<file path="src/rtl/ns_pkg.sv">
package ns_pkg;

    typedef enum logic [2:0] {
        OP_LSH    = 3'd0,
        OP_ASH    = 3'd1,
        OP_EXP    = 3'd2,
        OP_NORM   = 3'd3,
        OP_DENORM = 3'd4,
        OP_BLKEXP = 3'd5,
        OP_RSV6   = 3'd6,
        OP_RSV7   = 3'd7
    } ns_op_e;

    typedef enum logic {
        BLK_EMPTY = 1'b0,
        BLK_TRACK = 1'b1
    } blk_state_e;

endpackage

</file>
<file path="src/rtl/ns_expdet.sv">
module ns_expdet #(
    parameter int DW = 16,
    parameter int EW = $clog2(DW)
) (
    input  logic [DW-1:0] d,
    output logic [EW-1:0] e
);

    // Count the sign-bit copies directly below the sign bit.
    always_comb begin
        logic run;
        e   = '0;
        run = 1'b1;
        for (int i = DW - 2; i >= 0; i--) begin
            if (run && (d[i] == d[DW-1])) begin
                e = e + EW'(1);
            end else begin
                run = 1'b0;
            end
        end
    end

endmodule

</file>
<file path="src/rtl/ns_barrel.sv">
module ns_barrel #(
    parameter int RW = 32,
    parameter int MW = 8,
    parameter int CW = $clog2(RW)
) (
    input  logic [RW-1:0] d,
    input  logic          left,
    input  logic          fill,
    input  logic [MW-1:0] mag,
    output logic [RW-1:0] q
);

    logic [RW-1:0] st [0:CW];
    logic          big;

    assign st[0] = d;
    assign big   = (mag >= MW'(RW));

    // One stage per bit of the count; each stage moves by a power of two.
    for (genvar k = 0; k < CW; k++) begin : g_stage
        localparam int S = 1 << k;
        logic [RW-1:0] sl;
        logic [RW-1:0] sr;
        assign sl = {st[k][RW-1-S:0], {S{1'b0}}};
        assign sr = {{S{fill}}, st[k][RW-1:S]};
        assign st[k+1] = mag[k] ? (left ? sl : sr) : st[k];
    end

    assign q = big ? (left ? '0 : {RW{fill}}) : st[CW];

endmodule

</file>
<file path="src/rtl/ns_blkexp.sv">
module ns_blkexp
    import ns_pkg::*;
#(
    parameter int DW = 16,
    parameter int EW = $clog2(DW)
) (
    input  logic          clk,
    input  logic          rst_n,
    input  logic          clr,
    input  logic          upd,
    input  logic [EW-1:0] exp_in,
    output logic [EW-1:0] blk_exp
);

    localparam logic [EW-1:0] EXP_MAX = EW'(DW - 1);

    blk_state_e state, nxt;

    always_ff @(posedge clk or negedge rst_n) begin
        if (!rst_n) begin
            state <= BLK_EMPTY;
        end else begin
            state <= nxt;
        end
    end

    always_comb begin
        nxt = state;
        unique case (state)
            BLK_EMPTY: nxt = (upd && !clr) ? BLK_TRACK : BLK_EMPTY;
            BLK_TRACK: nxt = clr ? BLK_EMPTY : BLK_TRACK;
        endcase
    end

    always_ff @(posedge clk or negedge rst_n) begin
        if (!rst_n) begin
            blk_exp <= EXP_MAX;
        end else if (clr) begin
            blk_exp <= EXP_MAX;
        end else if (upd) begin
            unique case (state)
                BLK_EMPTY: blk_exp <= exp_in;
                BLK_TRACK: blk_exp <= (exp_in < blk_exp) ? exp_in : blk_exp;
            endcase
        end
    end

endmodule

</file>
<file path="src/rtl/norm_shifter.sv">
module norm_shifter
    import ns_pkg::*;
#(
    parameter int DW = 16,
    parameter int AW = 8,
    parameter int RW = 2 * DW,
    parameter int EW = $clog2(DW)
) (
    input  logic          clk,
    input  logic          rst_n,
    input  logic          valid_i,
    input  logic [2:0]    op_i,
    input  logic          hi_i,
    input  logic [DW-1:0] operand_i,
    input  logic [AW-1:0] amount_i,
    input  logic          blk_clr_i,
    output logic [RW-1:0] result_o,
    output logic [EW-1:0] exp_o,
    output logic [EW-1:0] blk_exp_o
);

    ns_op_e        op;
    logic [EW-1:0] dexp;
    logic [RW-1:0] placed;
    logic          ext;
    logic [AW-1:0] amt_mag;
    logic [AW-1:0] sh_mag;
    logic          sh_left;
    logic          sh_fill;
    logic [RW-1:0] sh_q;
    logic [RW-1:0] res_n;
    logic          known;
    logic          exp_wr;

    assign op = ns_op_e'(op_i);

    ns_expdet #(.DW(DW), .EW(EW)) u_expdet (
        .d (operand_i),
        .e (dexp)
    );

    assign ext     = (op == OP_ASH || op == OP_NORM || op == OP_DENORM) ? operand_i[DW-1] : 1'b0;
    assign placed  = hi_i ? {operand_i, {DW{1'b0}}} : {{DW{ext}}, operand_i};
    assign amt_mag = amount_i[AW-1] ? AW'(-amount_i) : amount_i;

    always_comb begin
        sh_left = 1'b1;
        sh_fill = 1'b0;
        sh_mag  = '0;
        unique case (op)
            OP_LSH: begin
                sh_left = !amount_i[AW-1];
                sh_mag  = amt_mag;
            end
            OP_ASH: begin
                sh_left = !amount_i[AW-1];
                sh_fill = placed[RW-1];
                sh_mag  = amt_mag;
            end
            OP_NORM: begin
                sh_mag = AW'(dexp);
            end
            OP_DENORM: begin
                sh_left = 1'b0;
                sh_fill = placed[RW-1];
                sh_mag  = amount_i;
            end
            default: begin
                sh_mag = '0;
            end
        endcase
    end

    ns_barrel #(.RW(RW), .MW(AW)) u_barrel (
        .d    (placed),
        .left (sh_left),
        .fill (sh_fill),
        .mag  (sh_mag),
        .q    (sh_q)
    );

    always_comb begin
        known  = 1'b1;
        exp_wr = 1'b0;
        res_n  = sh_q;
        unique case (op)
            OP_LSH, OP_ASH, OP_DENORM: res_n = sh_q;
            OP_NORM: exp_wr = 1'b1;
            OP_EXP, OP_BLKEXP: begin
                res_n  = RW'(dexp);
                exp_wr = 1'b1;
            end
            OP_RSV6, OP_RSV7: known = 1'b0;
        endcase
    end

    always_ff @(posedge clk or negedge rst_n) begin
        if (!rst_n) begin
            result_o <= '0;
            exp_o    <= '0;
        end else if (valid_i && known) begin
            result_o <= res_n;
            if (exp_wr) begin
                exp_o <= dexp;
            end
        end
    end

    ns_blkexp #(.DW(DW), .EW(EW)) u_blk (
        .clk     (clk),
        .rst_n   (rst_n),
        .clr     (blk_clr_i),
        .upd     (valid_i && op == OP_BLKEXP),
        .exp_in  (dexp),
        .blk_exp (blk_exp_o)
    );

endmodule

</file>
<file path="config.mk">
export PLATFORM = sky130hd
export DESIGN_NAME = norm_shifter
export DESIGN_NICKNAME = d
export VERILOG_FILES = /design/src/rtl/ns_pkg.sv /design/src/rtl/ns_expdet.sv /design/src/rtl/ns_barrel.sv /design/src/rtl/ns_blkexp.sv /design/src/rtl/norm_shifter.sv
export SDC_FILE = /design/constraint.sdc
export NUM_CORES = 1
export LEC_CHECK = 0
export BUFFER_PORTS_ARGS = -buffer_cell sky130_fd_sc_hd__buf_2
export CAP_MARGIN = 20
export CORE_MARGIN = 10
export CORE_UTILIZATION = 50
export CTS_CLUSTER_SIZE = 40
export DETAILED_ROUTE_END_ITERATION = 10
export GPL_TIMING_DRIVEN = 0
export MAX_ROUTING_LAYER = met4
export PLACE_DENSITY = 0.68
export REMOVE_ABC_BUFFERS = 1
export SLEW_MARGIN = 15
export SYNTH_ARGS = -nofsm -noshare
export SYNTH_HDL_FRONTEND = slang
export SYNTH_SLANG_ARGS = --single-unit
export TNS_END_PERCENT = 5
</file>
<file path="constraint.sdc">
create_clock -name clk -period 2.04 [get_ports clk]
set_input_delay 0.408 -clock clk [delete_from_list [all_inputs] [get_ports clk]]
set_output_delay 0.408 -clock clk [all_outputs]
set_load 0.05 [all_outputs]
</file>
==> summary.txt <==
CTS
  – Sink Count: 41
  – CTS Root Cell: clkbuf_16
  – Hold buffers post-CTS: 0
  – CTS tree: built
  – Clock Latency Late Sink: 290 ps
  – H-Tree Depth: 2
  – Reg clk slew, reported paths: 60 ps
  – CTS Buf Count: 5
  – Clock Tree Buf Depth: 2

Route
  – DR DRC count: 0
  – Via/cell ratio: 7.250
  – WL/cell: 22.88 um
  – WL met2: 14,110 um
  – 1st-pass router iterations: 6
  – 1st-iter DRT viols: 1,717
  – Post-DRT Antenna Nets: 0
  – Via count: 10,540
  – Routed WL: 33,270 um
  – WL met3: 4475 um
  – Met1 Wirelength: 13,300 um
  – Uppermost layer routed: met4

Floorplanning
  – Width of the die: 144.8 um
  – Die area: 0.02098 mm^2
  – Die Y: 144.8 um
  – Boundary Pins: 72
  – Initial Util: 0.5106
  – Core Area: 0.01526 mm^2
  – Std cell rows: 45

Power
  – Total Power: 5286 uW
  – Pwr per Cell Area: 546.3 mW/mm^2
  – Peak supply drop: 0.3106 mV
  – Pleak: 0.003882 uW

Finish
  – Layout Area Growth over Synthesis: 24.20%
  – Share of post-route cells with drive strength above 1: 0.2397
  – Final Util: 0.6342
  – Commonest non-fill, non-tap cells in the layout: nand2_1 (173), nor2_1 (105), a21oi_1 (99), o21ai_0 (75), buf_2 (67)
  – Diode count: 0
  – Most common cell after layout, fill and taps aside: nand2_1
  – Post-route cell area: 0.009677 mm^2
  – Number of fill cells: 1,389
  – Final Non-Filler Cells: 1,454
  – Nets: 1,289

Global route
  – Initial antenna violation count: 0
  – Grt ovf: 0
  – Global-route wire length before repair: 52,050 um
  – Vias in the first global route: 9,471
  – Total track usage: 0.3146
  – Largest net degree at the start of global routing: 73

Timing
  – Final worst slack: -5649 ps
  – Endpoints failing hold: 0
  – Unrepaired setup endpoints after global routing: true
  – Final Skew: 0.1881 ps
  – Period minus WS final: 7689 ps
  – Setup violators final: 40
  – Least-Margin Pin Slew: 1062 ps
  – Slew Viols, Final: 0
  – Slew HR: 0.2896
  – Hold_ws: 235.9 ps
  – Final Cycle Share: 3.769
  – FMAX: 130.0 MHz

Logic synthesis
  – Synth Register Bits: 41
  – Syn Area/Cell: 6.434 um^2
  – Post-synth cell types: 84
  – Fraction of synthesized cell area in xor and xnor cells: 0.01349
  – Largest family of logic cells by synthesized area: compound AO/OA/AOI/OAI gates
  – Post-synth top flop: dfrtp_1
  – Sequential area share after synthesis: 0.1323
  – Yosys top cell area share: 0.1188
  – Yosys warning count: 0
  – Number of flops mapped to enable cells by yosys: 0
  – Post-synthesis mux area share: 0.05043
  – Ys async rst share: 1.000
  – Adder-cell share of the synthesized area: 0.02409
  – Synth Area in Compound Gates: 0.4148
  – Cells after synthesis: 1,211
  – Synth Area in Simple Gates: 0.2883
  – Leading post-synthesis cells by cell area: dfrtp_1 (12%), nand2_1 (8.8%), a21oi_1 (7.6%)
  – Area of the mapped netlist: 0.007791 mm^2
  – Largest area contributor in the netlist: dfrtp_1

Status
  – Failing checks: negative setup slack
  – Status: finished with violations

Worst setup path
  – Worst EP arrival: 7900 ps
  – Crit path largest cell delay: 540 ps
  – CP endpoint kind: register
  – Crit path max fanout: 9
  – WP data required: 2250 ps
  – CP Launch Type: input pin
  – Setup CP Type: input pin to register
  – Slowest CP cell: or4_4

Hold path
  – Hold Path Class: input pin to asynchronous set/reset pin

Place
  – Hpwl dp: 22,280 um
  – Placed cells: 1,394
  – Post-placement cell area: 0.008248 mm^2
  – IO buf count: 71
  – Final Wtd Congestion: 0.9877

Job
  – MaxCap Viol Count: 0
-- state kept, by name, indices dropped and copies added (netlist names) --
signal / cells
exp_o: 4
result_o: 32
u_blk.state: 1
u_blk.blk_exp: 4
-- per-layer routing --
layer	vias up	global-route usage
li1	4626	-
met1	4895	0.4128
met2	861	0.4582
met3	159	0.07301
met4	0	0.1239
met5	-	-
-- cell families after synthesis --
logic type / count (synthesis)
AO/OA/AOI/OAI: 481
XOR/XNOR: 12
adder cells (fa/ha/maj): 15
buffers and inverters: 141
flip-flops: 41
multiplexers: 35
AND/OR/NAND/NOR: 486
-- critical path: cells and delay by family --
kind | cells | cell delay, ps
XOR/XNOR | 1 | 110
multiplexers | 2 | 420
buffers and inverters | 6 | 810
AO/OA/AOI/OAI | 14 | 2270
AND/OR/NAND/NOR | 12 | 2680
adder cells (fa/ha/maj) | 4 | 1130
-- power by group --
part	total [uW]	leakage [uW]	internal, uW	switching, uW
Clock	948	0.0000831	611	337
Sequential	1020	0.000518	948	72.2
Combinational	3320	0.00328	1130	2190
Total	5290	0.00388	2690	2600
-- layout make-up --
class	instances	area [um^2]	area share
multi-input cells	1033	6902	0.7132
repair buffers	133	1199	0.1239
flip-flops and latches	41	1031	0.1065
well taps	211	264.0	0.02728
clock buffers	6	138.9	0.01435
inverters	28	105.1	0.01086
clock inverters	2	37.54	0.003879
-- worst paths after layout --
check	startpoint	cells past startpoint	to	slack, ps
hold reg to reg	result_o[5]	1	result_o[5]	490
setup / recovery	operand_i[12]	39	result_o[13]	-5650
setup reg to reg	u_blk.blk_exp[1]	7	u_blk.blk_exp[2]	210
min in group clk	blk_clr_i	2	u_blk.state	280
hold / removal	rst_n	1	u_blk.state	240
max in group asynchronous	rst_n	1	result_o[3]	1250
-- cells in the mapped netlist (all sizes together), types with 7 or more instances --
cell    instances
a211oi         20
a21boi          9
a21o           20
a21oi         120
a221oi         14
a311oi          9
a31oi          22
and2           17
and3            8
buf            43
clkbuf         70
dfrtp          37
ha             15
inv            28
mux2           11
mux2i          22
nand2         182
nand2b         14
nand3          33
nor2          113
nor2b          11
nor3           50
nor4            8
o211ai         31
o21ai         102
o221ai         12
o22ai          11
o311ai          9
o31a            9
o31ai          17
or2            10
or3            13
xnor2           7
-- per-stage QoR --
step           worst slack (ps)  setup TNS (ps)
2_1_floorplan             -8180         -286150
3_3_place_gp             -11720         -399280
3_5_place_dp              -8119         -296390
4_1_cts                   -5487         -206730
5_1_grt                   -5951         -223580
6_report                  -5649         -211200
-- what timing repair did --
item | 4_1_cts | 5_1_grt
setup endpoints to repair | 40 | 40
gates cloned | 10 | 0
endpoints found under the hold margin | 0 | 0
buffers inserted | 37 | 5
pin swaps | 64 | 19
resized for setup | 123 | 45
Power figures use the tool's default switching activity.
